===== src/rtl/nshift_pkg.sv =====
// Shared types for the layered shifter.
// Assumes: nothing beyond IEEE 1800-2017 packages.
package nshift_pkg;

    // Per-layer step code carried on the control port in explicit mode.
    typedef enum logic [1:0] {
        STEP_HOLD  = 2'b00,
        STEP_UP    = 2'b01,
        STEP_DOWN  = 2'b10,
        STEP_SPARE = 2'b11
    } step_code_t;

endpackage


===== src/rtl/nshift_layer.sv =====
// One shifter layer: moves the word by at most one bit position.
// In normalise mode it steps left when the incoming top bit is 0; in
// explicit mode it follows a 2-bit step code. BIDIR = 0 builds a
// left-only layer in which the right step code acts as a pass.
// Assumes: W >= 2.
module nshift_layer
    import nshift_pkg::*;
#(
    parameter int W     = 16,
    parameter bit BIDIR = 1'b1
) (
    input  logic [W-1:0] word_i,
    input  logic         norm_i,
    input  logic [1:0]   code_i,
    output logic [W-1:0] word_o,
    output logic         go_left,
    output logic         go_right
);

    logic       right_allow;
    step_code_t code;

    // Select whether the right step exists in this build.
    generate
        if (BIDIR) begin : g_bidir
            assign right_allow = 1'b1;
        end else begin : g_unidir
            assign right_allow = 1'b0;
        end
    endgenerate

    // Decide this layer's move from the mode, the top bit or the code.
    always_comb begin
        code     = step_code_t'(code_i);
        go_left  = 1'b0;
        go_right = 1'b0;
        if (norm_i) begin
            go_left = ~word_i[W-1];
        end else begin
            unique case (code)
                STEP_UP:   go_left  = 1'b1;
                STEP_DOWN: go_right = right_allow;
                default:   ;
            endcase
        end
    end

    // Three-way bit mux: left by one, right by one, or pass.
    always_comb begin
        word_o = word_i;
        if (go_left) begin
            word_o = {word_i[W-2:0], 1'b0};
        end else if (go_right) begin
            word_o = {1'b0, word_i[W-1:1]};
        end
    end

endmodule


===== src/rtl/nshift_stack.sv =====
// Chain of LAYERS single-step layers plus the signed net step count.
// Layer 0 sees the input word; each later layer sees its predecessor.
// Assumes: CW is wide enough to hold -LAYERS..+LAYERS.
module nshift_stack #(
    parameter int W      = 16,
    parameter int LAYERS = 16,
    parameter bit BIDIR  = 1'b1,
    parameter int CW     = $clog2(LAYERS + 1) + 1
) (
    input  logic                   norm_i,
    input  logic [W-1:0]           word_i,
    input  logic [2*LAYERS-1:0]    ctrl_i,
    output logic [W-1:0]           word_o,
    output logic signed [CW-1:0]   count_o
);

    logic [W-1:0]      chain [LAYERS+1];
    logic [LAYERS-1:0] left_v;
    logic [LAYERS-1:0] right_v;

    assign chain[0] = word_i;

    generate
        for (genvar k = 0; k < LAYERS; k++) begin : g_layer
            nshift_layer #(
                .W     (W),
                .BIDIR (BIDIR)
            ) u_layer (
                .word_i   (chain[k]),
                .norm_i   (norm_i),
                .code_i   (ctrl_i[2*k +: 2]),
                .word_o   (chain[k+1]),
                .go_left  (left_v[k]),
                .go_right (right_v[k])
            );
        end
    endgenerate

    assign word_o = chain[LAYERS];

    // Net count: add one per left step, subtract one per right step.
    always_comb begin
        count_o = '0;
        for (int k = 0; k < LAYERS; k++) begin
            count_o = count_o + $signed({{(CW-1){1'b0}}, left_v[k]})
                              - $signed({{(CW-1){1'b0}}, right_v[k]});
        end
    end

endmodule


===== src/rtl/nshift_top.sv =====
// Layered single-step normalising shifter with one output register.
// Holds one layer per data bit and registers word, count and zero flag.
// Assumes: WIDTH >= 2; inputs settle before each rising edge.
module nshift_top #(
    parameter int WIDTH = 16,
    parameter bit BIDIR = 1'b1,
    localparam int LAYERS = WIDTH,
    localparam int CNT_W  = $clog2(WIDTH + 1) + 1
) (
    input  logic                    clk,
    input  logic                    rst_n,
    input  logic                    mode_norm,
    input  logic [WIDTH-1:0]        data_in,
    input  logic [2*WIDTH-1:0]      ctrl_in,
    output logic [WIDTH-1:0]        data_out,
    output logic signed [CNT_W-1:0] shift_cnt,
    output logic                    zero_flag
);

    logic [WIDTH-1:0]        res_word;
    logic signed [CNT_W-1:0] res_cnt;

    nshift_stack #(
        .W      (WIDTH),
        .LAYERS (LAYERS),
        .BIDIR  (BIDIR),
        .CW     (CNT_W)
    ) u_stack (
        .norm_i  (mode_norm),
        .word_i  (data_in),
        .ctrl_i  (ctrl_in),
        .word_o  (res_word),
        .count_o (res_cnt)
    );

    // Capture the stack result, or clear everything under reset.
    always_ff @(posedge clk) begin
        if (!rst_n) begin
            data_out  <= '0;
            shift_cnt <= '0;
            zero_flag <= 1'b0;
        end else begin
            data_out  <= res_word;
            shift_cnt <= res_cnt;
            zero_flag <= (res_word == '0);
        end
    end

endmodule


===== config.mk =====
export PLATFORM = sky130hd
export DESIGN_NAME = nshift_top
export DESIGN_NICKNAME = d
export VERILOG_FILES = /design/src/rtl/nshift_pkg.sv /design/src/rtl/nshift_layer.sv /design/src/rtl/nshift_stack.sv /design/src/rtl/nshift_top.sv
export SDC_FILE = /design/constraint.sdc
export NUM_CORES = 1
export LEC_CHECK = 0
export ABC_AREA = 1
export CAP_MARGIN = 20
export CELL_PAD_IN_SITES_DETAIL_PLACEMENT = 0
export CELL_PAD_IN_SITES_GLOBAL_PLACEMENT = 2
export CORE_AREA = 3 3 192 194
export DETAILED_ROUTE_END_ITERATION = 6
export DIE_AREA = 0 0 195 197
export PLACE_DENSITY = 0.91
export RECOVER_POWER = 50
export SLEW_MARGIN = 0
export SYNTH_ARGS = -nofsm -noshare
export SYNTH_HDL_FRONTEND = slang
export SYNTH_SLANG_ARGS = --single-unit
export TNS_END_PERCENT = 1

===== constraint.sdc =====
create_clock -name clk -period 10.57 [get_ports clk]
set_clock_uncertainty 0.05 [all_clocks]
set_input_delay 2.114 -clock clk [delete_from_list [all_inputs] [get_ports clk]]
set_output_delay 2.114 -clock clk [all_outputs]
set_load 0.01 [all_outputs]

==> run metrics, run 1 <==
layout cells sized above 1 0.206; Max Slew Vio Count 0; Setup CP Type input pin to flop; clk sinks 23; switching pwr between 1.5 and 2 mW; Placer Congestion 0.871; die area 38400 um2; FP Rows 69; CP peak stage delay 0.56 ns; Worst Hold Class input pin to flop; Fin. Hold Viols 0; count of different cell masters after synthesis 38; Post-Synthesis Cell Area 9820 um2; Clock power frac 0.028; outcome complete, but fails checks; Final TNS setup -0.113 ns; VDD IR-drop max roughly 270 uV; Synth top area share 0.432; Residual DRC 0; failing checks negative setup slack; DR iter-0 viols 817; asr flop ratio synth 0; TritonCTS buffer count 3; Flop pwr share 0.045; hold buffer count at CTS 0; Crit Path Max Fanout 6; Worst Path Arrival between 10 and 15 ns; combinational share of power 0.927; WL met1 16.0 mm; via count 13300; CTS Root Cell clkbuf_16; Worst Hold Path EP shift_cnt[1]; Congestion Overflow GR 0; Fmax achieved 93.9 MHz; Cells after Synth 1887; crit path time final 10.65 ns; DR WL met2 16.3 mm; cell mode on critical path nand2_4; Area Growth Syn to Fin 31.9%; number of synthesized flops with an enable pin 0; antenna fix cells 0; global-route wire length before repair 58.7 mm; Synth Warn # 0; Chip Height ~200 um; crit end category flop; CTS H-tree depth 1; final setup vio count 2; crit start category input pin; Total GRT Usage 0.169; drt wl/cell 13.2 um; Fillers 3983; PwrDens roughly 230 nW/um2; Initial Utilization 0.277; critical path's slowest cell fa_1; nets@finish approximately 2200; vias in the first global route 12700; Avg Inst Size Synth 5.20 um2; CTS tree done; period utilisation layout 1.01; worst setup margin -0.0780 ns; cell taking the most area after synthesis nand3_1; Data required, critical path between 10 and 15 ns; initial antenna violation count 0; Post-synth top flop dfxtp_1; Design Power about 2.9 mW; Worst slew margin 0.516; hold depth 3; post-synthesis net count 1975; internal power ~1.4 mW; # IOs 74; largest net degree at the start of global routing 37; Die Width 195 um; vias per cell 5.24; uppermost routed layer met4; Post-DRT Antenna Nets 0; Max Cap Viol 0; WL final 33.4 mm; Switching Share 0.531; number of port buffers 73; Min-Delay Startpoint rst_n; Leak about 6.5 nW; CTS max path bufs 2; Detail Placement HPWL roughly 28 mm; synth top area cells nand3_1 43%, nand2_1 22%, fa_1 5.1%, dfxtp_1 4.7%, inv_1 2.8%; RSZ-0062 raised after global routing true; Core Region 35400 um2; CTS clock-pin slew for the worst setup and hold paths 0.06 ns; Worst Tran Pin Value 0.726 ns; met3 wire len between 1 and 1.5 mm; Seq/Total Area, Yosys 0.0469; Synth Register Bits 23; 1st-pass router iterations 5
-- how the worst max path moves through the flow --
| stage | from | to | slack (ns) | depth (start not counted) |
|---|---|---|---|---|
| floorplan | ctrl_in[1] | shift_cnt[4] | 0.01 | 64 |
| global placement | ctrl_in[0] | shift_cnt[4] | -0.66 | 58 |
| detailed placement | ctrl_in[0] | shift_cnt[4] | -0.77 | 59 |
| CTS | mode_norm | shift_cnt[4] | -0.02 | 57 |
| global route | mode_norm | shift_cnt[4] | -0.60 | 55 |
| finish | mode_norm | shift_cnt[4] | -0.08 | 56 |
-- cell usage in the layout, fill, tap and decap left out, types with 15 or more instances in the layout --
cell / Yosys / routed
buf_4: 5 / 203
clkdlybuf4s50_1: 0 / 42
dfxtp_1: 23 / 23
dlygate4sd3_1: 0 / 20
fa_1: 25 / 23
inv_1: 72 / 65
inv_2: 10 / 15
nand2_1: 581 / 534
nand2_2: 36 / 61
nand2_4: 14 / 33
nand3_1: 847 / 818
nand3_2: 20 / 35
nand3_4: 2 / 16
nand4_1: 38 / 38
nor2_1: 30 / 28
-- power by group through the flow --
stage          combinational (mW)  clock (mW)  sequential, mW
6_report                     2.70      0.0820           0.130
5_1_grt                      3.11      0.0876           0.132
4_1_cts                      2.54      0.0831           0.132
3_5_place_dp                 2.37           0           0.133
3_3_place_gp                 2.34           0           0.133
2_1_floorplan                1.60           0           0.147
-- registers in the layout, summed over array words and instances (netlist names) --
name and count:
data_out 16, shift_cnt 6, zero_flag 1
-- final cells by class --
| cell class | instances | area, um2 | share of cell area |
|---|---|---|---|
| inverters | 90 | 343 | 0.0265 |
| flip-flops and latches | 23 | 460 | 0.0356 |
| clock inverters | 1 | 7.51 | 0.000580 |
| multi-input cells | 1666 | 9090 | 0.702 |
| clock buffers | 3 | 75.1 | 0.00580 |
| well taps | 461 | 577 | 0.0446 |
| repair buffers | 287 | 2390 | 0.185 |
-- metal layers --
metal  GRT usage  vias up
li1            -     6886
met1       0.234     6127
met2       0.308      230
met3     0.00376       12
met4      0.0129        0
met5           0        -
-- cells in the mapped netlist, types with 12 or more instances --
library cell / n
buf_2: 34
nand3_2: 20
nand2_1: 581
nor2_1: 30
inv_1: 72
nand2_2: 36
nand2_4: 14
ha_1: 12
clkbuf_1: 54
nor3_1: 15
dfxtp_1: 23
nand3_1: 847
nand4_1: 38
fa_1: 25
-- worst max-delay path: cells and delay by family --
kind / cells / cell delay (ns)
buffers and inverters: 7 / 0.62
adders and majority gates: 8 / 3.67
and+or+nand+nor: 36 / 3.83
AOI/OAI and AO/OA: 5 / 0.54
-- cell families (layout without fill, tap and decap cells) --
kind of cell               count (synthesis)  after routing  synth area share
DFF                                       23             23            0.0469
AOI/OAI and AO/OA                         37             37            0.0277
adders and majority gates                 37             37            0.0663
buffers and inverters                    198            381            0.0896
and+or+nand+nor                         1592           1592             0.770
-- through the flow --
step	setup WS (ns)	hold WS (ns)	utilization	instances	instance area (um2)
after floorplan	0.00976	2.16	-	1887	9820
after global placement	-0.655	2.75	0.340	2498	12000
after detailed placement	-0.775	2.76	0.340	2498	12000
after CTS	-0.0189	2.49	0.356	2520	12600
after global routing	-0.596	2.52	0.366	2531	12900
final	-0.0780	2.49	0.366	2531	12900
-- what timing repair did --
item | CTS | global route
cloned | 0 | 0
gates resized for setup | 119 | 62
setup endpoints to repair | 5 | 5
buffers inserted | 18 | 11
pin swaps | 74 | 62
endpoints found under the hold margin | 0 | 0
(Power assumes the default switching activity.)
==> inputs of run 2 (changes only) <==
- SLEW_MARGIN: 0 -> default
==> results of run 2 <==
Same layout as run 1: the final DEF is identical, and so are final timing and power.
